### src/rtl/rr_pkg.sv
package rr_pkg;
    typedef enum logic {
        ST_IDLE   = 1'b0,
        ST_ACTIVE = 1'b1
    } rr_state_e;
endpackage

### src/rtl/rr_fuse_bank.sv
module rr_fuse_bank #(
    parameter int ROW_W   = 7,
    parameter int N_SPARE = 4,
    parameter int IDX_W   = (N_SPARE > 1) ? $clog2(N_SPARE) : 1
) (
    input  logic                       clk,
    input  logic                       rst_n,
    input  logic                       acc_en,
    input  logic                       wr_en,
    input  logic [IDX_W-1:0]           wr_idx,
    input  logic                       wr_valid,
    input  logic [ROW_W-1:0]           wr_addr,
    output logic [N_SPARE-1:0]         ent_valid,
    output logic [N_SPARE*ROW_W-1:0]   ent_addr
);
    // one register pair per repair entry; stands in for a fuse row
    for (genvar g = 0; g < N_SPARE; g++) begin : g_ent
        always_ff @(posedge clk) begin
            if (!rst_n) begin
                ent_valid[g]                 <= 1'b0;
                ent_addr[g*ROW_W +: ROW_W]   <= '0;
            end else if (wr_en && (wr_idx == IDX_W'(g))) begin
                ent_valid[g]                 <= wr_valid;
                ent_addr[g*ROW_W +: ROW_W]   <= wr_addr;
            end
        end
    end


    entries_frozen_chk: assert property (@(posedge clk) disable iff (!rst_n)
        acc_en |=> ($stable(ent_valid) && $stable(ent_addr)));
endmodule

### src/rtl/rr_match.sv
module rr_match #(
    parameter int ROW_W   = 7,
    parameter int N_SPARE = 4
) (
    input  logic [ROW_W-1:0]           addr,
    input  logic [N_SPARE-1:0]         ent_valid,
    input  logic [N_SPARE*ROW_W-1:0]   ent_addr,
    output logic [N_SPARE-1:0]         sel,
    output logic                       any
);
    logic [N_SPARE-1:0] eq;

    // one equality comparator per spare line
    for (genvar g = 0; g < N_SPARE; g++) begin : g_cmp
        assign eq[g] = ent_valid[g] && (ent_addr[g*ROW_W +: ROW_W] == addr);
    end

    // lowest index wins on duplicates
    always_comb begin
        sel = '0;
        any = 1'b0;
        for (int i = 0; i < N_SPARE; i++) begin
            if (eq[i] && !any) begin
                sel[i] = 1'b1;
                any    = 1'b1;
            end
        end
    end
endmodule

### src/rtl/rr_row_dec.sv
module rr_row_dec #(
    parameter int ROW_W  = 7,
    parameter int N_ROWS = 1 << ROW_W
) (
    input  logic              en,
    input  logic [ROW_W-1:0]  addr,
    output logic [N_ROWS-1:0] wl
);
    for (genvar r = 0; r < N_ROWS; r++) begin : g_row
        assign wl[r] = en && (addr == ROW_W'(r));
    end
endmodule

### src/rtl/rr_repair_decoder.sv
module rr_repair_decoder #(
    parameter int ROW_W   = 7,
    parameter int N_SPARE = 4,
    parameter int N_ROWS  = 1 << ROW_W,
    parameter int IDX_W   = (N_SPARE > 1) ? $clog2(N_SPARE) : 1
) (
    input  logic               clk,
    input  logic               rst_n,
    input  logic               acc_en,
    input  logic [ROW_W-1:0]   row_addr,
    input  logic               prog_we,
    input  logic [IDX_W-1:0]   prog_idx,
    input  logic               prog_valid,
    input  logic [ROW_W-1:0]   prog_addr,
    output logic [N_ROWS-1:0]  wl_norm,
    output logic [N_SPARE-1:0] wl_spare,
    output logic               spare_hit
);
    import rr_pkg::*;

    rr_state_e state_q, state_d;

    logic [N_SPARE-1:0]       ent_valid;
    logic [N_SPARE*ROW_W-1:0] ent_addr;
    logic [N_SPARE-1:0]       sel;
    logic                     any_hit;
    logic [N_ROWS-1:0]        norm_d;
    logic                     wr_ok;

    // writes only outside an access
    assign wr_ok = prog_we && !acc_en;

    rr_fuse_bank #(.ROW_W(ROW_W), .N_SPARE(N_SPARE), .IDX_W(IDX_W)) u_bank (
        .clk       (clk),
        .rst_n     (rst_n),
        .acc_en    (acc_en),
        .wr_en     (wr_ok),
        .wr_idx    (prog_idx),
        .wr_valid  (prog_valid),
        .wr_addr   (prog_addr),
        .ent_valid (ent_valid),
        .ent_addr  (ent_addr)
    );

    rr_match #(.ROW_W(ROW_W), .N_SPARE(N_SPARE)) u_match (
        .addr      (row_addr),
        .ent_valid (ent_valid),
        .ent_addr  (ent_addr),
        .sel       (sel),
        .any       (any_hit)
    );

    rr_row_dec #(.ROW_W(ROW_W), .N_ROWS(N_ROWS)) u_dec (
        .en   (acc_en && !any_hit),
        .addr (row_addr),
        .wl   (norm_d)
    );

    // next state
    always_comb begin
        state_d = state_q;
        unique case (state_q)
            ST_IDLE:   state_d = acc_en ? ST_ACTIVE : ST_IDLE;
            ST_ACTIVE: state_d = acc_en ? ST_ACTIVE : ST_IDLE;
            default:   state_d = ST_IDLE;
        endcase
    end

    // state register
    always_ff @(posedge clk) begin
        if (!rst_n) state_q <= ST_IDLE;
        else        state_q <= state_d;
    end

    // registered outputs
    always_ff @(posedge clk) begin
        if (!rst_n) begin
            wl_norm   <= '0;
            wl_spare  <= '0;
            spare_hit <= 1'b0;
        end else if (acc_en) begin
            wl_norm   <= norm_d;
            wl_spare  <= sel;
            spare_hit <= any_hit;
        end else begin
            wl_norm   <= '0;
            wl_spare  <= '0;
            spare_hit <= 1'b0;
        end
    end


    idle_quiet_chk: assert property (@(posedge clk) disable iff (!rst_n)
        (state_q == ST_IDLE) |-> (wl_norm == '0 && wl_spare == '0 && !spare_hit));


    normal_onehot_chk: assert property (@(posedge clk) disable iff (!rst_n)
        (state_q == ST_ACTIVE && !spare_hit) |-> $onehot(wl_norm));


    hit_gates_norm_chk: assert property (@(posedge clk) disable iff (!rst_n)
        spare_hit |-> (wl_norm == '0 && $onehot(wl_spare)));


    single_spare_chk: assert property (@(posedge clk) disable iff (!rst_n)
        $onehot0(wl_spare) && (spare_hit == (wl_spare != '0)));
endmodule

### config.mk
export PLATFORM = sky130hd
export DESIGN_NAME = rr_repair_decoder
export DESIGN_NICKNAME = d
export VERILOG_FILES = /design/src/rtl/rr_pkg.sv /design/src/rtl/rr_fuse_bank.sv /design/src/rtl/rr_match.sv /design/src/rtl/rr_row_dec.sv /design/src/rtl/rr_repair_decoder.sv
export SDC_FILE = /design/constraint.sdc
export NUM_CORES = 1
export LEC_CHECK = 0
export BUFFER_PORTS_ARGS = -buffer_cell sky130_fd_sc_hd__buf_4
export CAP_MARGIN = 20
export CORE_MARGIN = 3
export CORE_UTILIZATION = 53
export CTS_CLUSTER_DIAMETER = 200
export DETAILED_ROUTE_END_ITERATION = 7
export GPL_ROUTABILITY_DRIVEN = 0
export PLACE_DENSITY = 0.79
export SLEW_MARGIN = 10
export SYNTH_ARGS = -nofsm -noshare
export SYNTH_HDL_FRONTEND = slang
export SYNTH_HIERARCHICAL = 1
export SYNTH_SLANG_ARGS = --single-unit
export TNS_END_PERCENT = 5
### constraint.sdc
create_clock -name clk -period 2.71 [get_ports clk]
set_input_delay 0.271 -clock clk [delete_from_list [all_inputs] [get_ports clk]]
set_output_delay 0.271 -clock clk [all_outputs]
set_load 0.01 [all_outputs]
==> flow_metrics.env <==
export IMPL_clock_power_share_pct=45.3
export IMPL_grt_max_degree=134
export IMPL_grt_pass1_vias=4687
export IMPL_cts_sinks=165
export IMPL_area_growth_pct=24.1
export IMPL_design_area_mm2=0.00793
export IMPL_finalSetupViolations=0
export IMPL_ys_seq_elements=165
export IMPL_boundaryPins=154
export IMPL_min_period_ns=2.36
export IMPL_wirelength_um=16200
export IMPL_clock_fmax_ghz=0.424
export IMPL_cts_made_buffers=17
export IMPL_rsz0062_at_grt="false"
export IMPL_p_per_area_mw_per_mm2=626
export IMPL_portBuffers=153
export IMPL_dieWidth_um=116
export IMPL_cts_hold_repair_buffers=0
export IMPL_fin_skew_ns=0.00683
export IMPL_p_leak_nw=3.92
export IMPL_ir_drop_uv=378
export IMPL_dp_slack_ns=0.166
export IMPL_vias_per_cell=5.44
export IMPL_maxCapViolCount=0
export IMPL_wl_per_cell_um=17.5
export IMPL_placementRows=39
export IMPL_p_int_mw=3.87
export IMPL_cts_root_buf="clkbuf_16"
export IMPL_cts_buffer_depth=2
export IMPL_initial_core_util_pct=55.0
export IMPL_cts_resized=0
export IMPL_crit_required_ns=3.06
export IMPL_tightest_slew_ns=0.928
export IMPL_fin_nets=790
export IMPL_crit_type="flop to flop"
export IMPL_post_cts_setup_buffer_count=0
export IMPL_placed_cell_area_mm2=0.00736
export IMPL_grt_pass1_wl_um=24200
export IMPL_tns_ns=0
export IMPL_antenna_found_initial=0
export IMPL_num_vias=5021
export IMPL_cts_tree="yes"
export IMPL_ys_seq_area_share_pct=51.7
export IMPL_synth_area_per_cell_um2=9.75
export IMPL_grt_overflow=0
export IMPL_worst_slack_ns=0.349
export IMPL_endpoint_kind="flop"
export IMPL_antennaDiodeCount=0
export IMPL_stdcell_count=923
export IMPL_yosysUniqueCellTypes=35
export IMPL_dr_pass1_iters=5
export IMPL_final_antenna_net_count=0
export IMPL_core_mm2=0.0116
export IMPL_die_h_um=116
export IMPL_drt_iter0_markers=390
export IMPL_grt_total_usage_pct=23.9
export IMPL_power_switching_mw=1.09
export IMPL_htree_levels=4
export IMPL_netlist_instances=655
export IMPL_power_mw=4.96
export IMPL_die_area_mm2=0.0134
export IMPL_dp_cells=893
export IMPL_holdPathStages=3
export IMPL_synth_warnings=6
export IMPL_finalCritPeriodShare_pct=87.1
export IMPL_reg2reg_depth=9
export IMPL_place_hpwl_um=10900
export IMPL_crit_path_start_kind="flop"
export IMPL_synth_nets=676
export IMPL_hold_viol=0
export IMPL_max_slew_margin_pct=38.1
export IMPL_crit_fanout=16
export IMPL_path_clk_slew_ns=0.06
export IMPL_synth_area_mm2=0.00638
export IMPL_switching_share_pct=21.9
export IMPL_drcViolationCount=0
export IMPL_final_cell_mix="dfxtp_1 (165), buf_4 (159), and3_1 (128)"
export IMPL_slew_violations=0
export IMPL_mostFrequentLayoutCell="dfxtp_1"
export IMPL_pwr_share_seq_pct=49.3
export IMPL_crit_arrival_ns=2.72
export IMPL_status="complete, no violations"
export IMPL_clock_latency_ns=0.42
export IMPL_hold_path_class="input pin to flop"
export IMPL_p_comb_share_pct=5.4
export IMPL_drive_above_1_share_pct=27.7
flip-flops by register name, indices dropped and copies added (netlist names):
register and flops:
u_bank/ent_addr 28, wl_norm 128, spare_hit 1, wl_spare 4, u_bank/ent_valid 4
power groups by stage:
stage,registers [mW],clock network (mW),logic (mW)
2_1_floorplan,2.50,0,0.196
3_3_place_gp,2.50,0,0.250
3_5_place_dp,2.50,0,0.259
4_1_cts,2.45,2.28,0.260
5_1_grt,2.45,2.36,0.288
6_report,2.45,2.25,0.266
metal layers:
| layer | wire (um) | part of all wire [%] | GRT usage [%] | vias to the layer above |
|---|---|---|---|---|
| li1 | - | - | - | 2450 |
| met1 | 6490 | 40 | 27.7 | 2339 |
| met2 | 7900 | 49 | 40.2 | 191 |
| met3 | 1220 | 7.5 | 6.74 | 41 |
| met4 | 556 | 3.4 | 12.5 | 0 |
| met5 | 0 | 0 | 0 | - |
per-stage QoR:
step / util (%) / hold slack, ns
after global placement: 63.4 / 0.453
after detailed placement: 63.4 / 0.463
after floorplan: - / 0.439
after global routing: 68.2 / 0.192
after CTS: 68.2 / 0.172
final: 68.2 / 0.186
cell usage after synthesis (all sizes together):
master   count  share of area, %
and3       133                13
or4b         7               1.2
xor2        18               2.5
nand4bb     11               1.9
nor2b        2              0.20
mux2i       32               5.0
and4         2              0.27
nand4        8              0.88
nand3b       2              0.24
xnor2       10               1.4
or4bb        1              0.18
or3b         1              0.14
nand3        1             0.078
nand2b       5              0.49
nor2       101               6.3
or4          1              0.12
or2          1             0.098
buf         41               5.0
nor4         8               1.1
nand2       43               2.5
dfxtp      165                52
nor3        29               2.9
nand4b       9               1.2
clkbuf      24               1.5
logic make-up (layout without fill, tap and decap cells):
logic type    Yosys count  count (layout)  share of synthesized area (%)
xor+xnor               28              28                           3.84
buf+inv                65             190                           6.49
flops                 165             165                           51.7
mux                    32              32                           5.02
simple gates          365             365                           32.9
worst max-delay path: stages, from the launching register on:
cell	delay [ns]
dfxtp_1	0.34
xor2_1	0.19
nor4_1	0.10
nand4_1	0.13
nand4b_1	0.16
nor2b_2	0.26
buf_4	0.21
nand4_2	0.38
nor3_1	0.34
and3_1	0.18
path summary, 6_finish.rpt:
kind,startpoint,to,slack [ns]
setup / recovery,u_bank/ent_addr[25]$_SDFFE_PN0P_,wl_norm[125]$_SDFF_PN0_,0.35
setup reg to reg,u_bank/ent_addr[25]$_SDFFE_PN0P_,wl_norm[125]$_SDFF_PN0_,0.35
hold / removal,prog_addr[3],u_bank/ent_addr[17]$_SDFFE_PN0P_,0.19
hold reg to reg,u_bank/ent_valid[0]$_SDFFE_PN0P_,u_bank/ent_valid[0]$_SDFFE_PN0P_,0.47
layout make-up:
type / count / area, um2
fill: 893 / 3690
sequential: 165 / 3300
multi-input combinational: 425 / 2670
timing repair buffer: 160 / 1210
clock buffer: 23 / 488
tap: 143 / 179
clock inverter: 7 / 72.6
Power figures use the tool's default switching activity.
